`src/rtl/sfx_pkg.sv`:
```
`timescale 1ns/1ps
package sfx_pkg;
  localparam int ADDR_W = 5;
  localparam int WORD_W = 16;
  localparam int FRAME_BITS = 32;
  localparam int BODY_BITS = 24;
  localparam logic [7:0] CRC_POLY = 8'h1D;
  localparam logic [7:0] CRC_SEED = 8'hFF;

  typedef enum logic [2:0] {S_IDLE, S_CMD, S_GAP1, S_RSP, S_GAP2} xfer_state_t;

  typedef struct packed {
    logic load;
    logic rxStart;
    logic sample;
    logic crcEn;
    logic shift;
    logic capture;
  } sfx_strobe_t;

  function automatic logic [7:0] crcStep(input logic [7:0] crc, input logic din);
    logic fb;
    fb = crc[7] ^ din;
    crcStep = {crc[6:0], 1'b0} ^ (fb ? CRC_POLY : 8'h00);
  endfunction

  function automatic logic [7:0] bodyCrc(input logic [BODY_BITS-1:0] body);
    logic [7:0] c;
    c = CRC_SEED;
    for (int i = BODY_BITS - 1; i >= 0; i--) c = crcStep(c, body[i]);
    bodyCrc = ~c;
  endfunction
endpackage

```
`src/rtl/sfx_ctrl.sv`:
```
`timescale 1ns/1ps
module sfx_ctrl
  import sfx_pkg::*;
#(
  parameter int HALF_DIV   = 2,
  parameter int GAP_CYCLES = 16
) (
  input  logic        clk,
  input  logic        rstN,
  input  logic        reqValid,
  output logic        reqReady,
  output logic        sclk,
  output logic        csN,
  output logic        done,
  output sfx_strobe_t st
);
  localparam int DIV_W = $clog2(HALF_DIV + 1);
  localparam int GAP_W = $clog2(GAP_CYCLES + 1);

  xfer_state_t state;
  logic [DIV_W-1:0] divCnt;
  logic [4:0]       bitCnt;
  logic [GAP_W-1:0] gapCnt;
  logic sclkQ, csNQ, doneQ;

  logic divLast, bitLast, gapLast, inFrame;
  assign divLast = (divCnt == DIV_W'(HALF_DIV - 1));
  assign bitLast = (bitCnt == 5'd31);
  assign gapLast = (gapCnt == GAP_W'(GAP_CYCLES - 1));
  assign inFrame = (state == S_CMD) || (state == S_RSP);

  always_ff @(posedge clk or negedge rstN) begin
    if (!rstN) begin
      state  <= S_IDLE;
      divCnt <= '0;
      bitCnt <= '0;
      gapCnt <= '0;
      sclkQ  <= 1'b0;
      csNQ   <= 1'b1;
      doneQ  <= 1'b0;
    end else begin
      doneQ <= 1'b0;
      case (state)
        S_IDLE: if (reqValid) begin
          state  <= S_CMD;
          csNQ   <= 1'b0;
          divCnt <= '0;
          bitCnt <= '0;
          sclkQ  <= 1'b0;
        end
        S_CMD, S_RSP: begin
          if (divLast) begin
            divCnt <= '0;
            sclkQ  <= ~sclkQ;
            if (sclkQ) begin
              bitCnt <= bitCnt + 5'd1;
              if (bitLast) begin
                csNQ   <= 1'b1;
                gapCnt <= '0;
                state  <= (state == S_CMD) ? S_GAP1 : S_GAP2;
                doneQ  <= (state == S_RSP);
              end
            end
          end else begin
            divCnt <= divCnt + DIV_W'(1);
          end
        end
        S_GAP1, S_GAP2: begin
          if (gapLast) begin
            gapCnt <= '0;
            if (state == S_GAP1) begin
              state  <= S_RSP;
              csNQ   <= 1'b0;
              divCnt <= '0;
              bitCnt <= '0;
            end else begin
              state <= S_IDLE;
            end
          end else begin
            gapCnt <= gapCnt + GAP_W'(1);
          end
        end
        default: state <= S_IDLE;
      endcase
    end
  end

  always_comb begin
    st.load    = (state == S_IDLE) && reqValid;
    st.rxStart = (state == S_GAP1) && gapLast;
    st.sample  = (state == S_RSP) && divLast && !sclkQ;
    st.crcEn   = st.sample && (bitCnt < 5'd24);
    st.shift   = inFrame && divLast && sclkQ;
    st.capture = (state == S_RSP) && divLast && sclkQ && bitLast;
  end

  assign reqReady = (state == S_IDLE);
  assign sclk     = sclkQ;
  assign csN      = csNQ;
  assign done     = doneQ;

  a_r1_sclk_idle: assert property (@(posedge clk) disable iff (!rstN)
    csN |-> !sclk);
  a_r10_done_pulse: assert property (@(posedge clk) disable iff (!rstN)
    done |=> !done);
  a_r2_accept: assert property (@(posedge clk) disable iff (!rstN)
    (reqValid && reqReady) |=> (!reqReady && !csN));
  a_r5_sclk_rate: assert property (@(posedge clk) disable iff (!rstN)
    (sclk != $past(sclk)) |-> ($past(divCnt) == DIV_W'(HALF_DIV - 1)));
endmodule

```
`src/rtl/sfx_datapath.sv`:
```
`timescale 1ns/1ps
module sfx_datapath
  import sfx_pkg::*;
#(
  parameter int RES_W = 32
) (
  input  logic              clk,
  input  logic              rstN,
  input  sfx_strobe_t       st,
  input  logic              reqWrite,
  input  logic [ADDR_W-1:0] reqAddr,
  input  logic [WORD_W-1:0] reqWdata,
  input  logic              miso,
  output logic              mosi,
  output logic [RES_W-1:0]  rdData,
  output logic              crcErr,
  output logic              devErr
);
  logic [FRAME_BITS-1:0] txShift;
  logic [25:0]           rxShift;
  logic [7:0]            rxCrc;
  logic [BODY_BITS-1:0]  cmdBody;

  assign cmdBody = {reqWrite, reqAddr, 2'b00, reqWdata};

  always_ff @(posedge clk or negedge rstN) begin
    if (!rstN) begin
      txShift <= '0;
      rxShift <= '0;
      rxCrc   <= CRC_SEED;
      rdData  <= '0;
      crcErr  <= 1'b0;
      devErr  <= 1'b0;
    end else begin
      if (st.load) txShift <= {cmdBody, bodyCrc(cmdBody)};
      else if (st.shift) txShift <= {txShift[FRAME_BITS-2:0], 1'b0};
      if (st.rxStart) rxCrc <= CRC_SEED;
      else if (st.crcEn) rxCrc <= crcStep(rxCrc, miso);
      if (st.sample) rxShift <= {rxShift[24:0], miso};
      if (st.capture) begin
        rdData <= {{(RES_W-WORD_W){rxShift[23]}}, rxShift[23:8]};
        crcErr <= (rxShift[7:0] != ~rxCrc);
        devErr <= (rxShift[25:24] == 2'b11);
      end
    end
  end

  assign mosi = txShift[FRAME_BITS-1];

  a_r7_result_hold: assert property (@(posedge clk) disable iff (!rstN)
    !st.capture |=> ($stable(rdData) && $stable(crcErr) && $stable(devErr)));
endmodule

```
`src/rtl/sensor_frame_xcvr.sv`:
```
`timescale 1ns/1ps
module sensor_frame_xcvr
  import sfx_pkg::*;
#(
  parameter int CLK_HZ  = 100_000_000,
  parameter int SCLK_HZ = 4_000_000,
  parameter int GAP_US  = 10,
  parameter int RES_W   = 32
) (
  input  logic             clk,
  input  logic             rstN,
  input  logic             reqValid,
  output logic             reqReady,
  input  logic             reqWrite,
  input  logic [4:0]       reqAddr,
  input  logic [15:0]      reqWdata,
  output logic             sclk,
  output logic             csN,
  output logic             mosi,
  input  logic             miso,
  output logic             done,
  output logic [RES_W-1:0] rdData,
  output logic             crcErr,
  output logic             devErr
);
  localparam int HALF_RAW   = CLK_HZ / (2 * SCLK_HZ);
  localparam int HALF_DIV   = (HALF_RAW < 1) ? 1 : HALF_RAW;
  localparam int GAP_RAW    = (CLK_HZ / 1_000_000) * GAP_US;
  localparam int GAP_CYCLES = (GAP_RAW < 1) ? 1 : GAP_RAW;

  sfx_strobe_t st;

  sfx_ctrl #(.HALF_DIV(HALF_DIV), .GAP_CYCLES(GAP_CYCLES)) u_ctrl (
    .clk(clk), .rstN(rstN), .reqValid(reqValid), .reqReady(reqReady),
    .sclk(sclk), .csN(csN), .done(done), .st(st)
  );

  sfx_datapath #(.RES_W(RES_W)) u_dp (
    .clk(clk), .rstN(rstN), .st(st), .reqWrite(reqWrite), .reqAddr(reqAddr),
    .reqWdata(reqWdata), .miso(miso), .mosi(mosi), .rdData(rdData),
    .crcErr(crcErr), .devErr(devErr)
  );
endmodule

```
`config.mk`:
```
export PLATFORM = sky130hd
export DESIGN_NAME = sensor_frame_xcvr
export DESIGN_NICKNAME = d
export VERILOG_FILES = /design/src/rtl/sfx_pkg.sv /design/src/rtl/sfx_ctrl.sv /design/src/rtl/sfx_datapath.sv /design/src/rtl/sensor_frame_xcvr.sv
export SDC_FILE = /design/constraint.sdc
export NUM_CORES = 1
export LEC_CHECK = 0
export BUFFER_PORTS_ARGS = -buffer_cell sky130_fd_sc_hd__buf_4
export CAP_MARGIN = 25
export CORE_ASPECT_RATIO = 0.75
export CORE_MARGIN = 2
export CORE_UTILIZATION = 59
export DETAILED_ROUTE_END_ITERATION = 6
export GPL_TIMING_DRIVEN = 0
export PLACE_DENSITY = 0.78
export SYNTH_ARGS = -nofsm -noshare
export SYNTH_HDL_FRONTEND = slang
export SYNTH_HIERARCHICAL = 1
export SYNTH_SLANG_ARGS = --single-unit
export TNS_END_PERCENT = 50
```
`constraint.sdc`:
```
create_clock -name clk -period 2.74 [get_ports clk]
set_input_delay 0.548 -clock clk [delete_from_list [all_inputs] [get_ports clk]]
set_output_delay 0.548 -clock clk [all_outputs]
set_load 0.05 [all_outputs]
```
## After elaboration in Yosys (flattened, before gate mapping)

Cells that the tools add are included.

- Bits in registers: 109
- Memories kept: 0
- Latch bits: 0
- RAM bits: 0
- Input port bits: 26
- Output and inout bits: 39
- Memory bits (read-only): 0

- Order comparisons: 1
- Div/mod/pow operators: 0
- Mux-type cells: 66
- Reduce and logical (&&, ||, !) cells: 25
- Add/subtract/negate cells: 3
- Bitwise gates (word level): 50
- Multipliers: 0
- Eq/ne operators: 15
- Shift-type cells: 0

Operator list:

| cell | number |
|---|---|
| $xor A8 B8 Y8 | 24 |
| $mux W5 | 30 |
| $mux W32 | 2 |
| $mux W10 | 4 |
| $xor A1 B1 Y1 | 22 |
| $pmux W10 S2 | 1 |
| $mux W3 | 6 |
| $mux W4 | 4 |
| $mux W8 | 2 |
| $not A8 Y8 | 2 |
| $pmux W5 S3 | 1 |
| $pmux W4 S3 | 1 |
| $mux W1 | 11 |
| $add A10 B1 Y10 const B | 1 |
| $eq A10 B10 Y1 const B | 1 |
| $ne A2 B1 Y1 const B | 5 |
| $logic_and A1 B1 Y1 | 9 |
| $pmux W3 S3 | 1 |
| $ne A8 B8 Y1 | 1 |
| $reduce_and A4 Y1 | 2 |
| $reduce_bool A2 Y1 | 4 |
| $not A7 Y7 | 1 |
| $reduce_and A7 Y1 | 1 |
| $eq A3 B2 Y1 const B | 2 |
| other kinds (21) | 22 |

## Logic depth before layout (Yosys ltp)

Gate-level depths: netlist of run 1.

- Depth in word-level cells: 71
- Mapped depth: 8
- Gate-level depth less buffers: 7

## Hierarchy

Netlist of run 1, hierarchy kept.

By module, submodules not included:

| module | instances | cells each | seq. area each (µm²) | area each (µm²) |
|---|---|---|---|---|
| sfx_datapath | 1 | 347 | 2,112.0 | 4,334.2 |
| sfx_ctrl | 1 | 150 | 626.9 | 1,466.4 |

## Worst setup path before layout of run 1

Ideal clock, no wire load.

- Kind: input to register
- Start: input port reqAddr[0]
- End: register u_dp.txShift[5]
- Arrival time: 2.330 ns
- Library setup time: 0.126 ns
- Setup slack: 0.284 ns
- Stages: 7
- Path buffers: 1
- Data required time: 2.614 ns
- Path through: buf_6 xnor3_2 xnor3_1 xnor3_2 xnor3_1 xnor2_1 mux2i_1

- Cells in the longest elaborated chain, start to end: 31

Ends and longest elaborated chain:

| element | RTL line | source |
|---|---|---|
| start, declared | sensor_frame_xcvr.sv:15 | `input logic [4:0] reqAddr,` |
| $xor A1 B1 Y1 (*) | sfx_pkg.sv:23 | `fb = crc[7] ^ din;` |
| $mux W5 (*) | sfx_pkg.sv:24 | `crcStep = {crc[6:0], 1'b0} ^ (fb ? CRC_POLY : 8'h00);` |
| $xor A8 B8 Y8 (*) (4 in series) | sfx_pkg.sv:24 |  |
| $xor A1 B1 Y1 or $xor A8 B8 Y8 (tied branches) | sfx_pkg.sv:23, sfx_pkg.sv:24 |  |
| $mux W5 or $xor A1 B1 Y1 (tied branches) | sfx_pkg.sv:24, sfx_pkg.sv:23 |  |
| $xor A8 B8 Y8 (*) (4 in series) | sfx_pkg.sv:24 |  |
| $xor A1 B1 Y1 or $xor A8 B8 Y8 (tied branches) | sfx_pkg.sv:23, sfx_pkg.sv:24 |  |
| $mux W5 or $xor A1 B1 Y1 (tied branches) | sfx_pkg.sv:24, sfx_pkg.sv:23 |  |
| $xor A8 B8 Y8 (*) (4 in series) | sfx_pkg.sv:24 |  |
| $xor A1 B1 Y1 or $xor A8 B8 Y8 (tied branches) | sfx_pkg.sv:23, sfx_pkg.sv:24 |  |
| $mux W5 or $xor A1 B1 Y1 (tied branches) | sfx_pkg.sv:24, sfx_pkg.sv:23 |  |
| $xor A8 B8 Y8 (*) (4 in series) | sfx_pkg.sv:24 |  |
| $xor A1 B1 Y1 or $xor A8 B8 Y8 (tied branches) | sfx_pkg.sv:23, sfx_pkg.sv:24 |  |
| $mux W5 or $xor A1 B1 Y1 (tied branches) | sfx_pkg.sv:24, sfx_pkg.sv:23 |  |
| $xor A8 B8 Y8 (*) (3 in series) | sfx_pkg.sv:24 |  |
| $not A8 Y8 (*) | sfx_pkg.sv:31 | `bodyCrc = ~c;` |
| $mux W32 (*) | sfx_datapath.sv:35 | `if (st.load) txShift <= {cmdBody, bodyCrc(cmdBody)};` |
| end signal, assigned | sfx_datapath.sv:35 |  |
| end signal, assigned | sfx_datapath.sv:36 | `else if (st.shift) txShift <= {txShift[FRAME_BITS-2:0], 1'b0};` |
| end, declared | sfx_datapath.sv:19 | `logic [FRAME_BITS-1:0] txShift;` |

Mark *: on every way between the ends. The rest lies on a longest branch, timed or not.
A chain may end at the register's enable or synchronous reset.

==> impl_metrics.json, run 1 <==
{
  "power_frac_seq_pct": 45.1,
  "diode_insertion_count_for_antenna_repair": 0,
  "cts.reportedPaths.clkPinSlew_ns": 0.07,
  "die_w_um": 118,
  "place_congestion": 0.882,
  "seq_area_frac_synth_pct": 47.2,
  "drc": 0,
  "p_sw_w": 0.00140,
  "share_of_the_clock_period_used_by_the_worst_path_after_layout_pct": 94.6,
  "max-clock-path-buffers": 2,
  "cts_tree": "yes",
  "final_nets": 601,
  "clk_network_pwr_share_pct": 28.5,
  "syn-instance-count": 497,
  "clk_latency_ns": 0.34,
  "route.layer.met1.wl_um": 5800,
  "rr_worst_depth": 6,
  "worstSetupStartpointType": "flip-flop",
  "clock_skew_ns": 0.00741,
  "synthFlopType": "sky130_fd_sc_hd__dfrtp_1",
  "yosys_register_bits": 109,
  "rsz_0062_raised_after_global_routing": "true",
  "cell_internal_pwr_w": 0.00328,
  "timing.hold.worst.class": "input port to asynchronous set/reset pin",
  "worstPathMaxFanout": 10,
  "postCtsSetupRepairBufs": 0,
  "synth_async_reset_ratio_pct": 100,
  "cts_num_sinks": 109,
  "timing.max_cap.violations": 0,
  "totalNegativeSetupSlack_ns": 0,
  "crit_arrival_ns": 2.82,
  "placement.io_buffers": 62,
  "kind_of_capture_point_of_the_worst_setup_path": "flip-flop",
  "final.setup.worst_slack_ns": 0.147,
  "dr_total_vias": 3887,
  "vias_per_cell": 5.49,
  "switching_share_pct": 29.9,
  "r2r-end": "u_dp/rxShift[10]$_DFFE_PN0P_",
  "grt_use_total_pct": 22.7,
  "worstReg2RegStart": "u_ctrl/state[2]$_DFFE_PN0P_",
  "cts-root-buf": "sky130_fd_sc_hd__clkbuf_16",
  "floorplan.initialDensity_pct": 60.3,
  "grt_antenna_before_repair": 0,
  "synth_enable_flop_cells": 0,
  "die_area_mm2": 0.0106,
  "timing_max_transition_violations_final": 0,
  "ir_drop_v": 0.000457,
  "worst_slew_margin_rel_pct": 38.3,
  "height_of_the_die_um": 89.9,
  "area.growth.synth_to_final_pct": 17.0,
  "final_common_cell": "sky130_fd_sc_hd__dfrtp_1",
  "drtAntennaViolNets": 0,
  "ctsHtreeMaxLevel": 3,
  "first_iteration_detailed_routing_drc_count": 254,
  "most-common-layout-cells": "sky130_fd_sc_hd__dfrtp_1 (100), sky130_fd_sc_hd__buf_4 (80), sky130_fd_sc_hd__mux2_2 (45)",
  "timing.final.hold_violations": 0,
  "static-leakage-power_nw": 3.14,
  "place_hpwl_um": 8460,
  "grt_start_max_net_pins": 75,
  "core_mm2": 0.00962,
  "synthesis.area_per_instance_um2": 11.7,
  "setup_viol": 0,
  "drt_pre_antenna_iters": 5,
  "design.portCount": 65,
  "final_period_minus_worst_setup_slack_ns": 2.59,
  "row_count": 31,
  "final.fill_count": 727,
  "setup.worst_path.class": "flip-flop to flip-flop",
  "routed-wl-met2_um": 5020,
  "outcome": "finished clean",
  "route.met3.wl_um": 519,
  "detailedPlace.worstSlack_ns": -0.0915,
  "timing.critical_path.required_ns": 2.97,
  "cts_buffers": 9,
  "cellPowerDensity_mw_per_mm2": 689,
  "final_layout_size_suffix_gt1_share_pct": 31.6,
  "finish.utilization_pct": 70.5,
  "postCtsHoldBufs": 0,
  "grt-ovfl-total": 0,
  "grt_pass1_wl_um": 19500,
  "routed_length_per_placed_instance_um": 16.1,
  "max_freq_mhz": 386,
  "postRouteWirelength_um": 11400,
  "tightestPinTransition_ns": 0.924,
  "top_signal_layer_used": "met4",
  "synth_cell_types": 59,
  "grt_pass1_vias": 3812,
  "synthesis.yosys.warnings": 6,
  "syn-num-nets": 527,
  "worst_reg2reg_setup_slack_ns": 0.15,
  "post_synth_instance_area_mm2": 0.00580,
  "power.share.combinational_pct": 26.4
}
cells in the mapped netlist, drive strengths merged, types with 2 or more instances:
master | instances | area share [%]
dfrtp | 100 | 43
xnor2 | 46 | 7.2
mux2 | 45 | 8.7
o21ai | 35 | 3.0
nand2 | 34 | 2.2
mux2i | 32 | 5.5
buf | 27 | 3.7
nor2 | 19 | 1.2
clkbuf | 15 | 0.99
xor2 | 12 | 2.1
xnor3 | 11 | 4.3
a21oi | 10 | 0.86
inv | 10 | 0.65
dfstp | 9 | 4.1
nor4 | 9 | 0.97
a211o | 8 | 1.2
nand3 | 8 | 0.69
nor2b | 7 | 0.75
nor3 | 7 | 0.60
or2 | 5 | 0.54
a21o | 4 | 0.52
ha | 4 | 0.86
nor3b | 4 | 0.52
a22o | 3 | 0.47
a22oi | 3 | 0.39
and3 | 3 | 0.35
a211oi | 2 | 0.26
a21boi | 2 | 0.26
and2 | 2 | 0.26
nand2b | 2 | 0.22
o22a | 2 | 0.35
o2bb2ai | 2 | 0.30
o31ai | 2 | 0.26
routing by layer:
metal,vias up,global-route usage [%]
met2,90,33.1
met1,1921,35.6
li1,1868,-
met5,-,0
met3,8,4.51
met4,0,4.46
power groups by stage:
stage	combinational (W)	sequential, W	clock, W
finish	0.00123	0.00211	0.00133
global route	0.00136	0.00215	0.00143
CTS	0.00124	0.00210	0.00136
detailed placement	0.00123	0.00213	0
global placement	0.00119	0.00211	0
floorplan	0.000930	0.00213	0
worst max-delay path: stages (launching register included):
cell and delay [ns]:
sky130_fd_sc_hd__dfrtp_1 0.36, sky130_fd_sc_hd__buf_4 0.17, sky130_fd_sc_hd__nand2b_1 0.28, sky130_fd_sc_hd__nor4_1 0.52
sky130_fd_sc_hd__clkbuf_1 0.43, sky130_fd_sc_hd__clkbuf_2 0.35, sky130_fd_sc_hd__mux2_2 0.37
cell families (layout without fill, tap and decap cells):
logic type	after synthesis	count (layout)	share of synthesized area, %
AOI/OAI and AO/OA	77	77	8.48
buffers and inverters	52	131	5.37
xor gates and xnor gates	70	70	14.0
muxes	77	77	14.3
adders and majority gates	4	4	0.863
DFF	109	109	47.2
and+or+nand+nor	108	108	9.81
stage by stage:
stage          instances  power (W)  cell area (um^2)  hold WS (ns)
6_report             708    0.00467              6790         0.149
4_1_cts              708    0.00470              6780         0.160
3_3_place_gp         691    0.00330              6430         0.478
3_5_place_dp         692    0.00336              6460         0.496
2_1_floorplan        497    0.00306              5800         0.252
5_1_grt              708    0.00494              6790         0.178
flip-flops by register name (all words and copies together) (netlist names):
| register | cells |
|---|---|
| u_dp/rdData | 16 |
| u_ctrl/divCnt | 4 |
| u_ctrl/state | 3 |
| u_dp/devErr | 1 |
| u_ctrl/gapCnt | 10 |
| u_dp/txShift | 32 |
| u_ctrl/done | 1 |
| u_ctrl/sclk | 1 |
| u_dp/rxShift | 26 |
| u_dp/rxCrc | 8 |
| u_ctrl/bitCnt | 5 |
| u_ctrl/csN | 1 |
| u_dp/crcErr | 1 |
area by class of cell:
class | count | area (um^2) | area share [%]
Sequential cell | 109 | 2740 | 40.4
Clock buffer | 10 | 229 | 3.37
Multi-Input combinational cell | 336 | 2760 | 40.7
Clock inverter | 6 | 78.8 | 1.16
Buffer | 42 | 280 | 4.13
Inverter | 10 | 37.5 | 0.553
Tap cell | 132 | 165 | 2.43
Timing Repair Buffer | 63 | 493 | 7.27
how the worst max path moves through the flow:
stage	start	endpoint	slack (ns)	cells after the start
2_1_floorplan	reqAddr[0]	u_dp/txShift[5]$_DFFE_PN0P_	0.28	7
5_1_grt	u_ctrl/state[2]$_DFFE_PN0P_	u_dp/rxCrc[0]$_DFFE_PN1P_	-0.0007	7
4_1_cts	u_ctrl/state[2]$_DFFE_PN0P_	u_dp/rxShift[10]$_DFFE_PN0P_	0.08	6
3_3_place_gp	u_ctrl/divCnt[0]$_DFFE_PN0P_	u_dp/txShift[6]$_DFFE_PN0P_	-0.03	7
6_report	u_ctrl/state[2]$_DFFE_PN0P_	u_dp/rxShift[10]$_DFFE_PN0P_	0.15	6
3_5_place_dp	u_ctrl/divCnt[0]$_DFFE_PN0P_	u_dp/txShift[8]$_DFFE_PN0P_	-0.09	7
what timing repair did:
| action | in CTS | in global routing |
|---|---|---|
| gates resized for setup | 4 | 10 |
| setup endpoints to repair | 33 | 45 |
| pin swaps | 0 | 0 |
No activity file was read; power rests on OpenSTA's default activity.
==> inputs of run 2 (changes only) <==
--- a/config.mk
+++ b/config.mk
@@ -5,14 +5,15 @@
 export SDC_FILE = /design/constraint.sdc
 export NUM_CORES = 1
 export LEC_CHECK = 0
+export ABC_AREA = 1
 export BUFFER_PORTS_ARGS = -buffer_cell sky130_fd_sc_hd__buf_4
 export CAP_MARGIN = 25
 export CORE_ASPECT_RATIO = 0.75
 export CORE_MARGIN = 2
-export CORE_UTILIZATION = 59
+export CORE_UTILIZATION = 45
 export DETAILED_ROUTE_END_ITERATION = 6
 export GPL_TIMING_DRIVEN = 0
-export PLACE_DENSITY = 0.78
+export PLACE_DENSITY = 0.62
 export SYNTH_ARGS = -nofsm -noshare
 export SYNTH_HDL_FRONTEND = slang
 export SYNTH_HIERARCHICAL = 1
==> run 2 against run 1 <==
Clock-buffer cell count increased by 1. Routed wire length increased by 31%. Setup slack improved by 0.045 ns. Sequential share of layout area decreased by 4.0 points. Register-to-register slack improved by 0.06 ns. Clock power decreased by 3%. Fmax increased by 1.8%. Total power increased by 20%. Combinational power increased by 59%.
==> impl_metrics.json, run 2 <==
{
  "outcome": "finished clean",
  "height_of_the_die_um": 107,
  "clk_latency_ns": 0.34,
  "numPlacedInstances": 1078,
  "synth_compound_area_share_pct": 10.2,
  "grt_antenna_before_repair": 0,
  "die_area_mm2": 0.0150,
  "setup_viol": 0,
  "synth_enable_flop_cells": 0,
  "ctsHtreeMaxLevel": 3,
  "worstSetupStartpointType": "input port",
  "cellPowerDensity_mw_per_mm2": 744,
  "worstPathMaxFanout": 6,
  "dr_total_vias": 5630,
  "grt_use_total_pct": 20.4,
  "grt_start_max_net_pins": 57,
  "max-clock-path-buffers": 2,
  "vias_per_cell": 5.13,
  "grt_pass1_vias": 5099,
  "cts-root-buf": "sky130_fd_sc_hd__clkbuf_16",
  "synth_cell_types": 44,
  "leading_cell_types_by_count_after_synthesis": "sky130_fd_sc_hd__nand2_1 (270), sky130_fd_sc_hd__dfrtp_1 (100), sky130_fd_sc_hd__inv_1 (89), sky130_fd_sc_hd__nand3_1 (73), sky130_fd_sc_hd__o21ai_0 (44)",
  "synth_top_cells_by_area": "sky130_fd_sc_hd__dfrtp_1 (40%), sky130_fd_sc_hd__nand2_1 (16%), sky130_fd_sc_hd__nand3_1 (5.8%)",
  "synth_largest_area_cell": "sky130_fd_sc_hd__dfrtp_1",
  "timing.max_cap.violations": 0,
  "final_layout_size_suffix_gt1_share_pct": 22.7,
  "timing.critical_path.required_ns": 2.97,
  "static-leakage-power_nw": 3.95,
  "max_flop_register": "u_dp/txShift",
  "core_mm2": 0.0137,
  "grt_pass1_wl_um": 25000,
  "synth.mux.area_fraction_pct": 0.178,
  "drt_pre_antenna_iters": 5,
  "cts.reportedPaths.clkPinSlew_ns": 0.07,
  "largest_family_of_logic_cells_by_synthesized_area": "simple AND/OR/NAND/NOR gates",
  "routed_length_per_placed_instance_um": 13.6,
  "detailedPlace.worstSlack_ns": -0.145,
  "stdcell_count": 1097,
  "syn-instance-count": 838,
  "final.setup.worst_slack_ns": 0.193,
  "dpl_cell_area_mm2": 0.00704,
  "post_synth_instance_area_mm2": 0.00632,
  "placement.io_buffers": 64,
  "postRouteWirelength_um": 14900,
  "largest_register_ff_count": 32,
  "synthFlopType": "sky130_fd_sc_hd__dfrtp_1",
  "final_nets": 948,
  "r2r-end": "u_dp/txShift[30]$_DFFE_PN0P_",
  "kind_of_capture_point_of_the_worst_setup_path": "flip-flop",
  "worst_reg2reg_setup_slack_ns": 0.21,
  "crit_arrival_ns": 2.78,
  "cts_num_sinks": 109,
  "synthDominantCellAreaShare_pct": 39.6,
  "synthesis.yosys.warnings": 6,
  "yosys_register_bits": 109,
  "row_count": 37,
  "synthesis.area_per_instance_um2": 7.54,
  "drc": 0,
  "timing.hold.worst.class": "input port to asynchronous set/reset pin",
  "tightestPinTransition_ns": 0.714,
  "final_period_minus_worst_setup_slack_ns": 2.55,
  "worst_slew_margin_rel_pct": 52.4,
  "diode_insertion_count_for_antenna_repair": 0,
  "floorplan.initialDensity_pct": 46.1,
  "postCtsHoldBufs": 0,
  "die_w_um": 141,
  "syn-num-nets": 868,
  "grt-ovfl-total": 0,
  "place_hpwl_um": 11300,
  "max_freq_mhz": 393,
  "setup.worst_path.class": "input port to flip-flop",
  "share_of_the_clock_period_used_by_the_worst_path_after_layout_pct": 93.0,
  "timing.final.hold_violations": 0,
  "synthSimpleGateAreaFrac_pct": 32.2,
  "final_common_cell": "sky130_fd_sc_hd__nand2_1",
  "adder_cell_area_share_of_the_yosys_netlist_pct": 0.792,
  "clock_skew_ns": 0.00546,
  "timing_max_transition_violations_final": 0,
  "reg_top3": "u_dp/txShift: 32 flops, u_dp/rxShift: 26 flops, u_dp/rdData: 16 flops",
  "overall_power_of_the_completed_layout_w": 0.00560,
  "seq_area_frac_synth_pct": 43.4,
  "worstReg2RegStart": "u_ctrl/divCnt[0]$_DFFE_PN0P_",
  "most-common-layout-cells": "sky130_fd_sc_hd__nand2_1 (256), sky130_fd_sc_hd__dfrtp_1 (100), sky130_fd_sc_hd__inv_1 (89)",
  "ir_drop_v": 0.000440,
  "place_congestion": 0.837,
  "synth_xor_area_share_pct": 3.47,
  "cts_tree": "yes",
  "yosys.cell_count.top_type": "sky130_fd_sc_hd__nand2_1",
  "area.growth.synth_to_final_pct": 19.2,
  "design.portCount": 65,
  "synth_async_reset_ratio_pct": 100,
  "rr_worst_depth": 10,
  "first_iteration_detailed_routing_drc_count": 455,
  "drtAntennaViolNets": 0,
  "cell_area_after_layout_mm2": 0.00753,
  "cts_buffers": 9
}
## run 2: worst max path at each step
stage	to	startpoint	slack, ns	cells past startpoint
after CTS	u_dp/txShift[19]$_DFFE_PN0P_	u_ctrl/divCnt[0]$_DFFE_PN0P_	0.06	10
after floorplan	u_dp/txShift[4]$_DFFE_PN0P_	reqWrite	0.35	26
after detailed placement	u_dp/txShift[5]$_DFFE_PN0P_	reqAddr[4]	-0.14	25
after global routing	u_dp/txShift[4]$_DFFE_PN0P_	reqAddr[4]	-0.0008	25
final	u_dp/txShift[4]$_DFFE_PN0P_	reqAddr[2]	0.19	23
after global placement	u_dp/txShift[4]$_DFFE_PN0P_	reqWrite	-0.14	22
## run 2: worst max-delay path, stage by stage
cell and delay, ns:
sky130_fd_sc_hd__buf_4 0.14, sky130_fd_sc_hd__inv_1 0.10, sky130_fd_sc_hd__nand2_2 0.07, sky130_fd_sc_hd__nand2_1 0.09
sky130_fd_sc_hd__xor2_2 0.31, sky130_fd_sc_hd__inv_2 0.09, sky130_fd_sc_hd__nand3_4 0.14, sky130_fd_sc_hd__nand3b_1 0.16
sky130_fd_sc_hd__buf_4 0.18, sky130_fd_sc_hd__nand3_1 0.06, sky130_fd_sc_hd__nand2_1 0.09, sky130_fd_sc_hd__nand2_1 0.08
sky130_fd_sc_hd__nand2_2 0.08, sky130_fd_sc_hd__nor2_4 0.13, sky130_fd_sc_hd__inv_1 0.05, sky130_fd_sc_hd__nand2_1 0.08
sky130_fd_sc_hd__nand2_1 0.07, sky130_fd_sc_hd__nand2_1 0.07, sky130_fd_sc_hd__nand2_1 0.05, sky130_fd_sc_hd__nand2_1 0.06
sky130_fd_sc_hd__nand2_1 0.04, sky130_fd_sc_hd__nand2_1 0.06, sky130_fd_sc_hd__nand2_1 0.05
## run 2: area by class of cell
class,count,area (um^2)
buffer,35,205
clock buffer,11,243
clock inverter,4,48.8
fill,1289,6170
inverter,110,418
multi-input combinational,584,3110
sequential,109,2740
tap,175,219
timing repair buffer,69,551
## run 2: cells by family (layout without fill, tap and decap cells)
| logic type | Yosys count | in the layout |
|---|---|---|
| adders and majority gates | 4 | 4 |
| AOI/OAI and AO/OA | 107 | 107 |
| DFF | 109 | 109 |
| xor gates and xnor gates | 22 | 22 |
| muxes | 1 | 1 |
| and+or+nand+nor | 450 | 450 |
| buffers and inverters | 145 | 229 |
## run 2: power breakdown
group | total [W] | internal [W] | switching (W)
registers | 0.00237 | 0.00209 | 0.000280
logic | 0.00195 | 0.000741 | 0.00121
clock network | 0.00129 | 0.000728 | 0.000561
total | 0.00560 | 0.00356 | 0.00205
## run 2: repair_timing
item	CTS	global route
cloned	0	0
buffers inserted	0	4
resized for setup	1	39
endpoints found under the setup margin	10	26
pin swaps	0	8
## run 2: stage by stage
stage                     hold slack [ns]  utilization [%]  setup TNS (ns)
after global routing                0.328             55.0       -0.000833
after floorplan                     0.252                -               0
after global placement              0.457             51.2          -0.885
after CTS                           0.291             53.6               0
final                               0.257             55.0               0
after detailed placement            0.460             51.4           -1.18
## run 2: metal layers
metal	GRT usage [%]	up-vias	share of wire [%]
li1	-	2843	-
met1	31.7	2669	52
met2	30.3	104	43
met3	2.95	14	4.2
met4	3.64	0	0.72
met5	0	-	0
